[config.mk]
export PLATFORM = sky130hd
export DESIGN_NAME = adc_bus_ctrl
export DESIGN_NICKNAME = d
export VERILOG_FILES = /design/src/rtl/adc_bus_pkg.sv /design/src/rtl/adc_bus_decode.sv /design/src/rtl/adc_start_qual.sv /design/src/rtl/adc_conv_track.sv /design/src/rtl/adc_read_port.sv /design/src/rtl/adc_bus_ctrl.sv
export SDC_FILE = /design/constraint.sdc
export NUM_CORES = 1
export LEC_CHECK = 0
export BUFFER_PORTS_ARGS = -buffer_cell sky130_fd_sc_hd__buf_2
export CORE_MARGIN = 2
export CORE_UTILIZATION = 52
export CTS_BUF_LIST = sky130_fd_sc_hd__clkbuf_4 sky130_fd_sc_hd__clkbuf_8
export DETAILED_ROUTE_END_ITERATION = 10
export PLACE_DENSITY = 0.86
export SLEW_MARGIN = 20
export SYNTH_ARGS = -nofsm -noshare
export SYNTH_HDL_FRONTEND = slang
export SYNTH_SLANG_ARGS = --single-unit
[constraint.sdc]
create_clock -name clk_i -period 3 [get_ports clk_i]
set_input_delay 0.15 -clock clk_i [delete_from_list [all_inputs] [get_ports clk_i]]
set_output_delay 0.15 -clock clk_i [all_outputs]
set_load 0.1 [all_outputs]
[src/rtl/adc_bus_pkg.sv]
package adc_bus_pkg;
  typedef enum logic [1:0] {
    OP_NONE    = 2'd0,
    OP_CONVERT = 2'd1,
    OP_READ    = 2'd2
  } bus_op_e;

  typedef struct packed {
    logic twos;
    logic bipolar;
  } conv_mode_t;

  localparam int MODE_W = $bits(conv_mode_t);
endpackage

[src/rtl/adc_bus_decode.sv]
module adc_bus_decode
  import adc_bus_pkg::*;
(
  input  logic    cs_ni,
  input  logic    ce_ni,
  input  logic    rw_i,
  output bus_op_e op_o
);
  always_comb begin
    op_o = OP_NONE;
    if (!cs_ni && !ce_ni) op_o = rw_i ? OP_READ : OP_CONVERT;
  end
endmodule

[src/rtl/adc_start_qual.sv]
module adc_start_qual #(
  parameter int MIN_W = 30
) (
  input  logic clk_i,
  input  logic rst_ni,
  input  logic wr_req_i,
  input  logic busy_i,
  output logic fire_o
);
  localparam int CNT_W = (MIN_W < 2) ? 1 : $clog2(MIN_W);
  localparam logic [CNT_W-1:0] LAST = CNT_W'(MIN_W - 1);

  logic [CNT_W-1:0] cnt_q;

  // saturates at LAST so a held request keeps re-firing once busy drops
  always_ff @(posedge clk_i or negedge rst_ni) begin
    if (!rst_ni)              cnt_q <= '0;
    else if (!wr_req_i)       cnt_q <= '0;
    else if (cnt_q != LAST)   cnt_q <= cnt_q + 1'b1;
  end

  assign fire_o = wr_req_i && (cnt_q == LAST) && !busy_i;

  generate
    if (MIN_W > 1) begin : g_held_chk
      AST_FIRE_AFTER_HELD: assert property (@(posedge clk_i) disable iff (!rst_ni)
        fire_o |-> $past(wr_req_i));
    end
  endgenerate
endmodule

[src/rtl/adc_conv_track.sv]
module adc_conv_track
  import adc_bus_pkg::*;
#(
  parameter int DATA_W = 8
) (
  input  logic              clk_i,
  input  logic              rst_ni,
  input  logic              fire_i,
  input  conv_mode_t        mode_i,
  input  logic              done_i,
  input  logic [DATA_W-1:0] result_i,
  output logic              status_o,
  output logic              start_o,
  output conv_mode_t        mode_o,
  output logic [DATA_W-1:0] result_o
);
  logic              status_q, start_q;
  conv_mode_t        mode_q;
  logic [DATA_W-1:0] result_q;

  always_ff @(posedge clk_i or negedge rst_ni) begin
    if (!rst_ni) begin
      status_q <= 1'b0;
      start_q  <= 1'b0;
      mode_q   <= '0;
      result_q <= '0;
    end else begin
      start_q <= 1'b0;
      if (!status_q && fire_i) begin
        status_q <= 1'b1;
        start_q  <= 1'b1;
        mode_q   <= mode_i;
      end else if (status_q && done_i) begin
        status_q <= 1'b0;
        result_q <= result_i;
      end
    end
  end

  assign status_o = status_q;
  assign start_o  = start_q;
  assign mode_o   = mode_q;
  assign result_o = result_q;

  AST_HOLD_UNTIL_DONE: assert property (@(posedge clk_i) disable iff (!rst_ni)
    (status_q && !done_i) |=> status_q);
  AST_START_WITH_STATUS: assert property (@(posedge clk_i) disable iff (!rst_ni)
    start_q |-> status_q);
  AST_START_SINGLE: assert property (@(posedge clk_i) disable iff (!rst_ni)
    start_q |=> !start_q);
  AST_FALL_ON_DONE: assert property (@(posedge clk_i) disable iff (!rst_ni)
    $fell(status_q) |-> $past(done_i));
  AST_MODE_HELD: assert property (@(posedge clk_i) disable iff (!rst_ni)
    (status_q && $past(status_q)) |-> $stable(mode_q));
endmodule

[src/rtl/adc_read_port.sv]
module adc_read_port #(
  parameter int DATA_W = 8
) (
  input  logic              clk_i,
  input  logic              rst_ni,
  input  logic              rd_req_i,
  input  logic              status_i,
  input  logic [DATA_W-1:0] result_i,
  output logic              oe_o,
  output logic [DATA_W-1:0] data_o
);
  logic oe_q;

  always_ff @(posedge clk_i or negedge rst_ni) begin
    if (!rst_ni) oe_q <= 1'b0;
    else         oe_q <= rd_req_i && !status_i;
  end

  assign oe_o   = oe_q;
  assign data_o = oe_q ? result_i : '0;

  AST_NO_OE_BUSY: assert property (@(posedge clk_i) disable iff (!rst_ni)
    oe_q |-> !status_i);
  AST_OE_NEEDS_READ: assert property (@(posedge clk_i) disable iff (!rst_ni)
    oe_q |-> $past(rd_req_i));
endmodule

[src/rtl/adc_bus_ctrl.sv]
module adc_bus_ctrl
  import adc_bus_pkg::*;
#(
  parameter int DATA_W = 8,
  parameter int MIN_W  = 30
) (
  input  logic              clk_i,
  input  logic              rst_ni,
  input  logic              cs_ni,
  input  logic              ce_ni,
  input  logic              rw_i,
  input  logic [DATA_W-1:0] bus_i,
  output logic [DATA_W-1:0] bus_o,
  output logic              bus_oe_o,
  output logic              status_o,
  output logic              conv_start_o,
  input  logic              conv_done_i,
  input  logic [DATA_W-1:0] conv_result_i,
  output logic              bipolar_o,
  output logic              twos_o
);
  bus_op_e           op;
  logic              fire, status;
  conv_mode_t        mode_lat;
  logic [DATA_W-1:0] result;

  adc_bus_decode i_decode (
    .cs_ni (cs_ni),
    .ce_ni (ce_ni),
    .rw_i  (rw_i),
    .op_o  (op)
  );

  adc_start_qual #(.MIN_W(MIN_W)) i_qual (
    .clk_i    (clk_i),
    .rst_ni   (rst_ni),
    .wr_req_i (op == OP_CONVERT),
    .busy_i   (status),
    .fire_o   (fire)
  );

  adc_conv_track #(.DATA_W(DATA_W)) i_track (
    .clk_i    (clk_i),
    .rst_ni   (rst_ni),
    .fire_i   (fire),
    .mode_i   (conv_mode_t'(bus_i[MODE_W-1:0])),
    .done_i   (conv_done_i),
    .result_i (conv_result_i),
    .status_o (status),
    .start_o  (conv_start_o),
    .mode_o   (mode_lat),
    .result_o (result)
  );

  adc_read_port #(.DATA_W(DATA_W)) i_read (
    .clk_i    (clk_i),
    .rst_ni   (rst_ni),
    .rd_req_i (op == OP_READ),
    .status_i (status),
    .result_i (result),
    .oe_o     (bus_oe_o),
    .data_o   (bus_o)
  );

  assign status_o  = status;
  assign bipolar_o = mode_lat.bipolar;
  assign twos_o    = mode_lat.twos;

  AST_NO_START_UNSELECTED: assert property (@(posedge clk_i) disable iff (!rst_ni)
    (cs_ni || ce_ni) |=> !conv_start_o);
endmodule

======== After elaboration in Yosys (flattened, before gate mapping) ========
Cells that the tools add are included.
word-level totals
  logic and storage cells ................. 33
  output and inout port bits .............. 13
  input bits .............................. 22
  flip-flop bits (word level) ............. 18
operators by class
  mux-type cells .......................... 8
  reductions and logical operators ........ 11
  add/subtract/negate cells ............... 1
  equal/unequal tests ..................... 5
  bitwise gates (word level) .............. 1
operators with widths
  cell                   number
  $mux W5                2
  $mux W8                1
  $logic_and A1 B1 Y1    6
  $add A5 B1 Y5 const B  1
  $eq A5 B5 Y1 const B   1
  $ne A5 B5 Y1 const B   1
  $mux W2                2
  $logic_not A1 Y1       3
  $mux W1                3
  $eq A2 B1 Y1 const B   1
  $eq A2 B2 Y1 const B   1
  $ne A2 B2 Y1 const B   1
  $reduce_and A2 Y1      1
  $reduce_bool A2 Y1     1
  $not A1 Y1             1

======== Depth between registers and ports, before layout ========
Gate-level depths: netlist (run 1).
  word-level depth ........................ 9
  mapped depth ............................ 5
  depth with buffers taken out ............ 5

======== Hierarchy ========
Synthesis (run 1) repeated with hierarchy kept, for this count alone.
second synthesis, totals
  cells, all modules ...................... 66
  area, all modules ....................... 848.3 sq um
modules (own cells, without submodules)
  module          cells each  area an instance (sq um)  instances  seq. area each (sq um)
  adc_conv_track  25          435.4                     1          300.3
  adc_start_qual  27          294.0                     1          125.1
  adc_read_port   10          81.3                      1          25.0
  adc_bus_decode  2           22.5                      1          0.0
  adc_bus_ctrl    2           15.0                      1          0.0

======== Worst setup path before layout (run 1) ========
Ideal clock, no wire load.
  kind .................................... register -> output
  start point ............................. register i_read.oe_q, in the netlist i_read.oe_o
  end point ............................... output bus_o[0]
  arrival time ............................ 1.833 ns
  data required time ...................... 2.850 ns
  slack ................................... 1.017 ns
  buffers on the path ..................... 0
  stages on the path, launching flop included .. 2
  cells stage by stage .................... dfrtp_1 -> and2_1
on the way
  longest elaborated chain between the ends .. 1
ends and longest elaborated chain
  what                      line                 text
  start: declaration        adc_read_port.sv:12  logic oe_q;
  start signal: assignment  adc_read_port.sv:16  else oe_q <= rd_req_i && !status_i;
  $mux W8                   adc_read_port.sv:20  assign data_o = oe_q ? result_i : '0;
  end: declaration          adc_bus_ctrl.sv:13   output logic [DATA_W-1:0] bus_o,
Every way passes these cells.

======== Worst setup path after layout (run 1) ========
  start point ............................. register i_qual.cnt_q[1]
  end point ............................... register i_track.mode_q, in the netlist i_track.mode_o[1]
on the way
  longest elaborated chain between the ends .. 4
ends and longest elaborated chain
  what                              line                  text
  start: declaration                adc_start_qual.sv:13  logic [CNT_W-1:0] cnt_q;
  start signal: assignment          adc_start_qual.sv:19  else if (cnt_q != LAST) cnt_q <= cnt_q + 1'b1;
  $eq A5 B5 Y1                      adc_start_qual.sv:22  assign fire_o = wr_req_i && (cnt_q == LAST) && !busy_i;
  $logic_and A1 B1 Y1 (2 in a row)  adc_start_qual.sv:22
  $logic_and A1 B1 Y1               adc_conv_track.sv:29  if (!status_q && fire_i) begin
  end signal: assignment            adc_conv_track.sv:32  mode_q <= mode_i;
  end: declaration                  adc_conv_track.sv:18  conv_mode_t mode_q;
Every way passes these cells.
A chain may end at the register's enable or synchronous reset.

==> results_dict.tcl, run 1 <==
set metrics [dict create \
    antenna_found_initial 0 \
    finalCriticalPeriod_ps 1580 \
    hold_path.class "primary input to flop" \
    cp-start-kind "flop" \
    syn-mean-instance-area_sq_um 13.4 \
    clkLatencyLatePin_ps 290 \
    drive_gt1_frac 0.495 \
    portBuffers 28 \
    path_cells "inv_1, ha_1, nand4_4, nor3_4, mux2_4" \
    ir_drop_mv 0.351 \
    worst-path-buf-inv 1 \
    synth_top_area_share 0.550 \
    grt_pass1_wl_um 2280 \
    drtAntennaViolNets 0 \
    synthCells 61 \
    ys_seq_area_frac 0.550 \
    start_util 0.550 \
    crit_type "flop to flop" \
    numCtsBuffers 3 \
    die_w_um 43.7 \
    synth.largest_area_cell "dfrtp_1" \
    cts.clk_slew.worst_paths_ps 100 \
    cts_sinks 18 \
    diodes 0 \
    hold_viol 0 \
    gp_congestion 0.690 \
    fin_skew_ps 5.46 \
    ios 35 \
    die_h_um 43.7 \
    rows 14 \
    ys_types 23 \
    fp.coreArea_sq_um 1490 \
    first_iter_violations 11 \
    cts_root_buffer "clkbuf_4" \
    rsz0062_at_grt "false" \
    cts_max_level 1 \
    syn_nets 85 \
    yosys_warnings 0 \
    grt_pass1_vias 536 \
    vias 566 \
    path_delay_family "simple AND/OR/NAND/NOR gates" \
    setup_viol 0 \
    cts_tree "done" \
    wl_um 1350 \
    synth_commonest_cells "dfrtp_1, and2_1, mux2_2" \
    syn_area_sq_um 820 \
    placed_area_sq_um 968 \
    grt_usage 0.167 \
    synth_edf_count 0 \
    avgRoutedWirePerCell_um 12.3 \
    die_area_sq_um 1910 \
    finalSetupTns_ps 0 \
    tightest_slew_ps 486 \
    cts_max_path_buffers 2 \
    fin_area_sq_um 1010 \
    power_density_nw_per_um2 436 \
    cp_slowest_stage_delay_ps 420 \
    ys_async_sr_fraction 1.00 \
    power.leakage_nw 0.561 \
    nNetsFinal 118 \
    outcome "completed" \
    worstPathMaxFanout 5 \
    dp_cells 104 \
    ys.flop_type "dfrtp_1" \
    areaGrowthSynthToFinish_pct 23.8 \
    critPathSlowestCell "dfrtp_1" \
    finalNonFillerCells 109 \
    cp.required_ps 3180 \
    worst_setup_path_end_kind "flop" \
    hpwl_um 1050 \
    clock.fmax_mhz 632 \
    post-route-period-util 0.528 \
    vias_per_cell 5.19 \
    worst-endpoint-arrival_ps 1770 \
    setup_slack_ps 1420 \
    ys_ff_latch 18 \
    place_ws_ps 1420 \
    relSlewSlack 0.678 \
    ys_top_cells_by_area "dfrtp_1, mux2_2, and2_1" \
    nFillCells 119 \
    cts.repair.resized 0 \
    drc 0 \
    cap_violations 0 \
    overflow 0 \
    slew_viol_final 0 \
    grt_max_degree 19 \
    synthMostInstantiatedCell "dfrtp_1" \
    drt-pass1-iter-count 2 \
]
==> final timing paths <==
path | cells past startpoint | slack, ps | endpoint | from
min in group asynchronous | 2 | 300 | i_read.oe_o | rst_ni
setup reg to reg | 5 | 1420 | i_track.mode_o[1] | i_qual.cnt_q[1]
setup / recovery | 5 | 1420 | i_track.mode_o[1] | i_qual.cnt_q[1]
hold / removal | 2 | 20 | i_read.oe_o | ce_ni
hold reg to reg | 1 | 510 | i_track.result_o[6] | i_track.result_o[6]
max in group asynchronous | 2 | 2420 | i_qual.cnt_q[4] | rst_ni
==> state kept, by name (all words and copies together) (netlist names) <==
name,count
i_track.result_o,8
i_qual.cnt_q,5
i_track.mode_o,2
i_read.oe_o,1
i_track.start_o,1
i_track.status_o,1
==> cells in the final DEF (no fill, tap or decap), types with 2 or more instances in the layout <==
cell       n
buf_2     28
dfrtp_1   18
and2_1     8
mux2_2     8
clkbuf_4   3
inv_1      2
nand2_1    2
a31oi_1    2
xnor2_1    2
mux2_4     2
nor2_1     2
ha_1       2
==> worst register-to-register path: cells and delay by family (launching register included) <==
family                     cells  cell delay, ps
and+or+nand+nor                2             450
adders and majority gates      1             220
muxes                          1             330
DFF                            1             420
buffers and inverters          1              70
==> layout make-up <==
cell class                      count  area, sq um  share of cell area
Sequential cell                    18          450               0.444
Multi-Input combinational cell     40          350               0.345
Timing Repair Buffer               29          150               0.148
Clock buffer                        4         36.3              0.0358
Tap cell                           16         20.0              0.0197
Inverter                            2         7.51             0.00740
==> cells by family after synthesis <==
group | after synthesis | share of synthesized area
compound gates | 6 | 0.0504
xor+xnor | 2 | 0.0214
fa+ha+maj | 2 | 0.0305
buf+inv | 3 | 0.0229
flops | 18 | 0.550
mux | 10 | 0.147
simple gates | 20 | 0.179
==> layer usage <==
| metal | vias up | GRT usage | share of wire |
|---|---|---|---|
| li1 | 276 | - | - |
| met1 | 270 | 0.216 | 0.41 |
| met2 | 18 | 0.276 | 0.52 |
| met3 | 2 | 0.0250 | 0.051 |
| met4 | 0 | 0.0727 | 0.014 |
| met5 | - | 0 | 0 |
==> power breakdown <==
| group | switching [W] | internal [W] | total, W |
|---|---|---|---|
| Clock | 0.0000743 | 0.0000739 | 0.000148 |
| Sequential | 0.00000380 | 0.000248 | 0.000252 |
| Combinational | 0.0000268 | 0.0000156 | 0.0000425 |
| Total | 0.000105 | 0.000338 | 0.000443 |
==> metrics by stage <==
stage                     total power, W  utilization  hold slack [ps]
after floorplan                 0.000281            -             -146
after global placement          0.000298        0.650              100
after detailed placement        0.000299        0.650             99.6
after CTS                       0.000446        0.682             15.2
after global routing            0.000460        0.682             22.7
final                           0.000443        0.682             18.2
==> timing repair <==
action,CTS,global route
setup buffers,0,0
hold endpoints to repair,18,0
hold buffers,1,0
No activity file was read; power rests on OpenSTA's default activity.
==> run 2, diff against run 1 <==
--- a/config.mk
+++ b/config.mk
@@ -7,10 +7,10 @@
 export LEC_CHECK = 0
 export BUFFER_PORTS_ARGS = -buffer_cell sky130_fd_sc_hd__buf_2
 export CORE_MARGIN = 2
-export CORE_UTILIZATION = 52
+export CORE_UTILIZATION = 48
 export CTS_BUF_LIST = sky130_fd_sc_hd__clkbuf_4 sky130_fd_sc_hd__clkbuf_8
 export DETAILED_ROUTE_END_ITERATION = 10
-export PLACE_DENSITY = 0.86
+export PLACE_DENSITY = 0.8
 export SLEW_MARGIN = 20
 export SYNTH_ARGS = -nofsm -noshare
 export SYNTH_HDL_FRONTEND = slang
==> constraint.sdc (replaced) <==
create_clock -name clk_i -period 1.5 [get_ports clk_i]
set_input_delay 0.075 -clock clk_i [delete_from_list [all_inputs] [get_ports clk_i]]
set_output_delay 0.075 -clock clk_i [all_outputs]
set_load 0.1 [all_outputs]
==> run 2 against run 1 <==
  * Core utilization grew 0.71 points
  * Cell area up 5.8%
  * Fmax rose by 13%
  * Wire length rose by 4.3%
  * Setup slack lost 1300 ps
  * Critical endpoint is now i_track.mode_o[0]
  * Largest power group unchanged
  * Highest routed layer unchanged
==> results_dict.tcl, run 2 (synthesis results as in run 1) <==
set metrics [dict create \
    outcome "completed" \
    grt_pass1_vias 582 \
    cp-start-kind "flop" \
    cp_slowest_stage_delay_ps 390 \
    power_density_nw_per_um2 761 \
    ir_drop_mv 0.533 \
    worstPathMaxFanout 3 \
    fin_skew_ps 3.43 \
    hold_viol 0 \
    crit_type "flop to flop" \
    path_delay_family "flip-flops" \
    m1WireLength_um 552 \
    clock.fmax_mhz 716 \
    wl_met2_um 734 \
    worst-endpoint-arrival_ps 1560 \
    diodes 0 \
    drt-pass1-iter-count 2 \
    portBuffers 28 \
    routed-wl-met3_um 82 \
    numCtsBuffers 3 \
    avgRoutedWirePerCell_um 12.2 \
    grt_pass1_wl_um 2310 \
    drc 0 \
    cts_max_level 1 \
    overflow 0 \
    final_cell_mix "buf_2, dfrtp_1, and2_2, mux2_2, buf_4" \
    fin_area_sq_um 1070 \
    routed.top_layer "met4" \
    slew_viol_final 0 \
    placed_area_sq_um 1010 \
    vias_per_cell 5.09 \
    nNetsFinal 125 \
    path_cells "inv_1, ha_2, nand4_4, nor3_4, mux2_4" \
    grt_max_degree 19 \
    cts_root_buffer "clkbuf_4" \
    nFillCells 124 \
    die_w_um 45.3 \
    drive_gt1_frac 0.616 \
    die_h_um 45.3 \
    rows 14 \
    gp_congestion 0.676 \
    cts_max_path_buffers 2 \
    cts_sinks 18 \
    worst_setup_path_end_kind "flop" \
    relSlewSlack 0.672 \
    grt_usage 0.161 \
    setup_viol 0 \
    cts_tree "done" \
    final_common_cell "buf_2" \
    cts.clk_slew.worst_paths_ps 90 \
    rsz0062_at_grt "false" \
    fp.coreArea_sq_um 1560 \
    critPathSlowestCell "dfrtp_1" \
    tightest_slew_ps 495 \
    start_util 0.526 \
    hpwl_um 1080 \
    hold_path.class "primary input to flop" \
    first_iter_violations 2 \
    finalCriticalPeriod_ps 1400 \
    drtAntennaViolNets 0 \
    die_area_sq_um 2050 \
    ios 35 \
    post-route-period-util 0.932 \
    largest_reg_flops 8 \
    areaGrowthSynthToFinish_pct 31.0 \
    cap_violations 0 \
    worst-path-buf-inv 1 \
    wl_um 1400 \
    antenna_found_initial 0 \
    finalSetupTns_ps 0 \
    vias 585 \
    clkLatencyLatePin_ps 270 \
    power.leakage_nw 0.592 \
    cp.required_ps 1660 \
]
run 2: what timing repair did:
action | in CTS | in global routing
hold endpoints to repair | 19 | 0
setup buffers | 0 | 1
setup endpoints to repair | 0 | 2
hold buffers | 3 | 0
gates resized for setup | 0 | 1
run 2: final timing paths:
path                                     start                  end  slack (ps)  depth (start not counted)
setup reg to reg               i_qual.cnt_q[1]    i_track.mode_o[0]         100                          5
min in group asynchronous               rst_ni      i_track.start_o         240                          2
setup / recovery               i_qual.cnt_q[1]    i_track.mode_o[0]         100                          5
hold / removal                        bus_i[1]    i_track.mode_o[1]          30                          2
hold reg to reg            i_track.result_o[0]  i_track.result_o[0]         500                          1
max in group asynchronous               rst_ni          i_read.oe_o         960                          2
run 2: power by group:
| part | switching [W] | total (W) | internal (W) |
|---|---|---|---|
| sequential | 0.00000668 | 0.000503 | 0.000497 |
| combinational | 0.0000554 | 0.0000920 | 0.0000366 |
| clock | 0.000129 | 0.000222 | 0.0000928 |
| total | 0.000191 | 0.000817 | 0.000626 |
run 2: layer usage:
metal,track usage,vias to the layer above
li1,-,287
met1,0.193,275
met2,0.283,19
met3,0.0280,4
met4,0.0706,0
met5,0,-
run 2: layout make-up:
| class | instances | area, sq um | share of cell area |
|---|---|---|---|
| Sequential cell | 18 | 453 | 0.422 |
| Tap cell | 16 | 20.0 | 0.0186 |
| Timing Repair Buffer | 36 | 208 | 0.193 |
| Clock buffer | 3 | 22.5 | 0.0210 |
| Multi-Input combinational cell | 40 | 363 | 0.338 |
| Inverter | 2 | 7.51 | 0.00699 |
run 2: worst register-to-register path, delay by kind of cell, from the launching register on:
family | cells | cell delay [ps]
adders and majority gates | 1 | 210
DFF | 1 | 390
and+or+nand+nor | 2 | 300
buffers and inverters | 1 | 70
muxes | 1 | 320
run 2: through the flow:
| step | instances | total power [W] | setup WS (ps) | hold WS (ps) | utilization |
|---|---|---|---|---|---|
| 2_1_floorplan | 61 | 0.000563 | 28.7 | -221 | - |
| 6_report | 115 | 0.000817 | 102 | 25.4 | 0.689 |
| 5_1_grt | 115 | 0.000852 | 26.1 | 22.3 | 0.689 |
| 3_3_place_gp | 108 | 0.000597 | 56.4 | 16.6 | 0.648 |
| 3_5_place_dp | 108 | 0.000601 | 25.2 | 25.5 | 0.648 |
| 4_1_cts | 114 | 0.000824 | 11.4 | 20.0 | 0.682 |
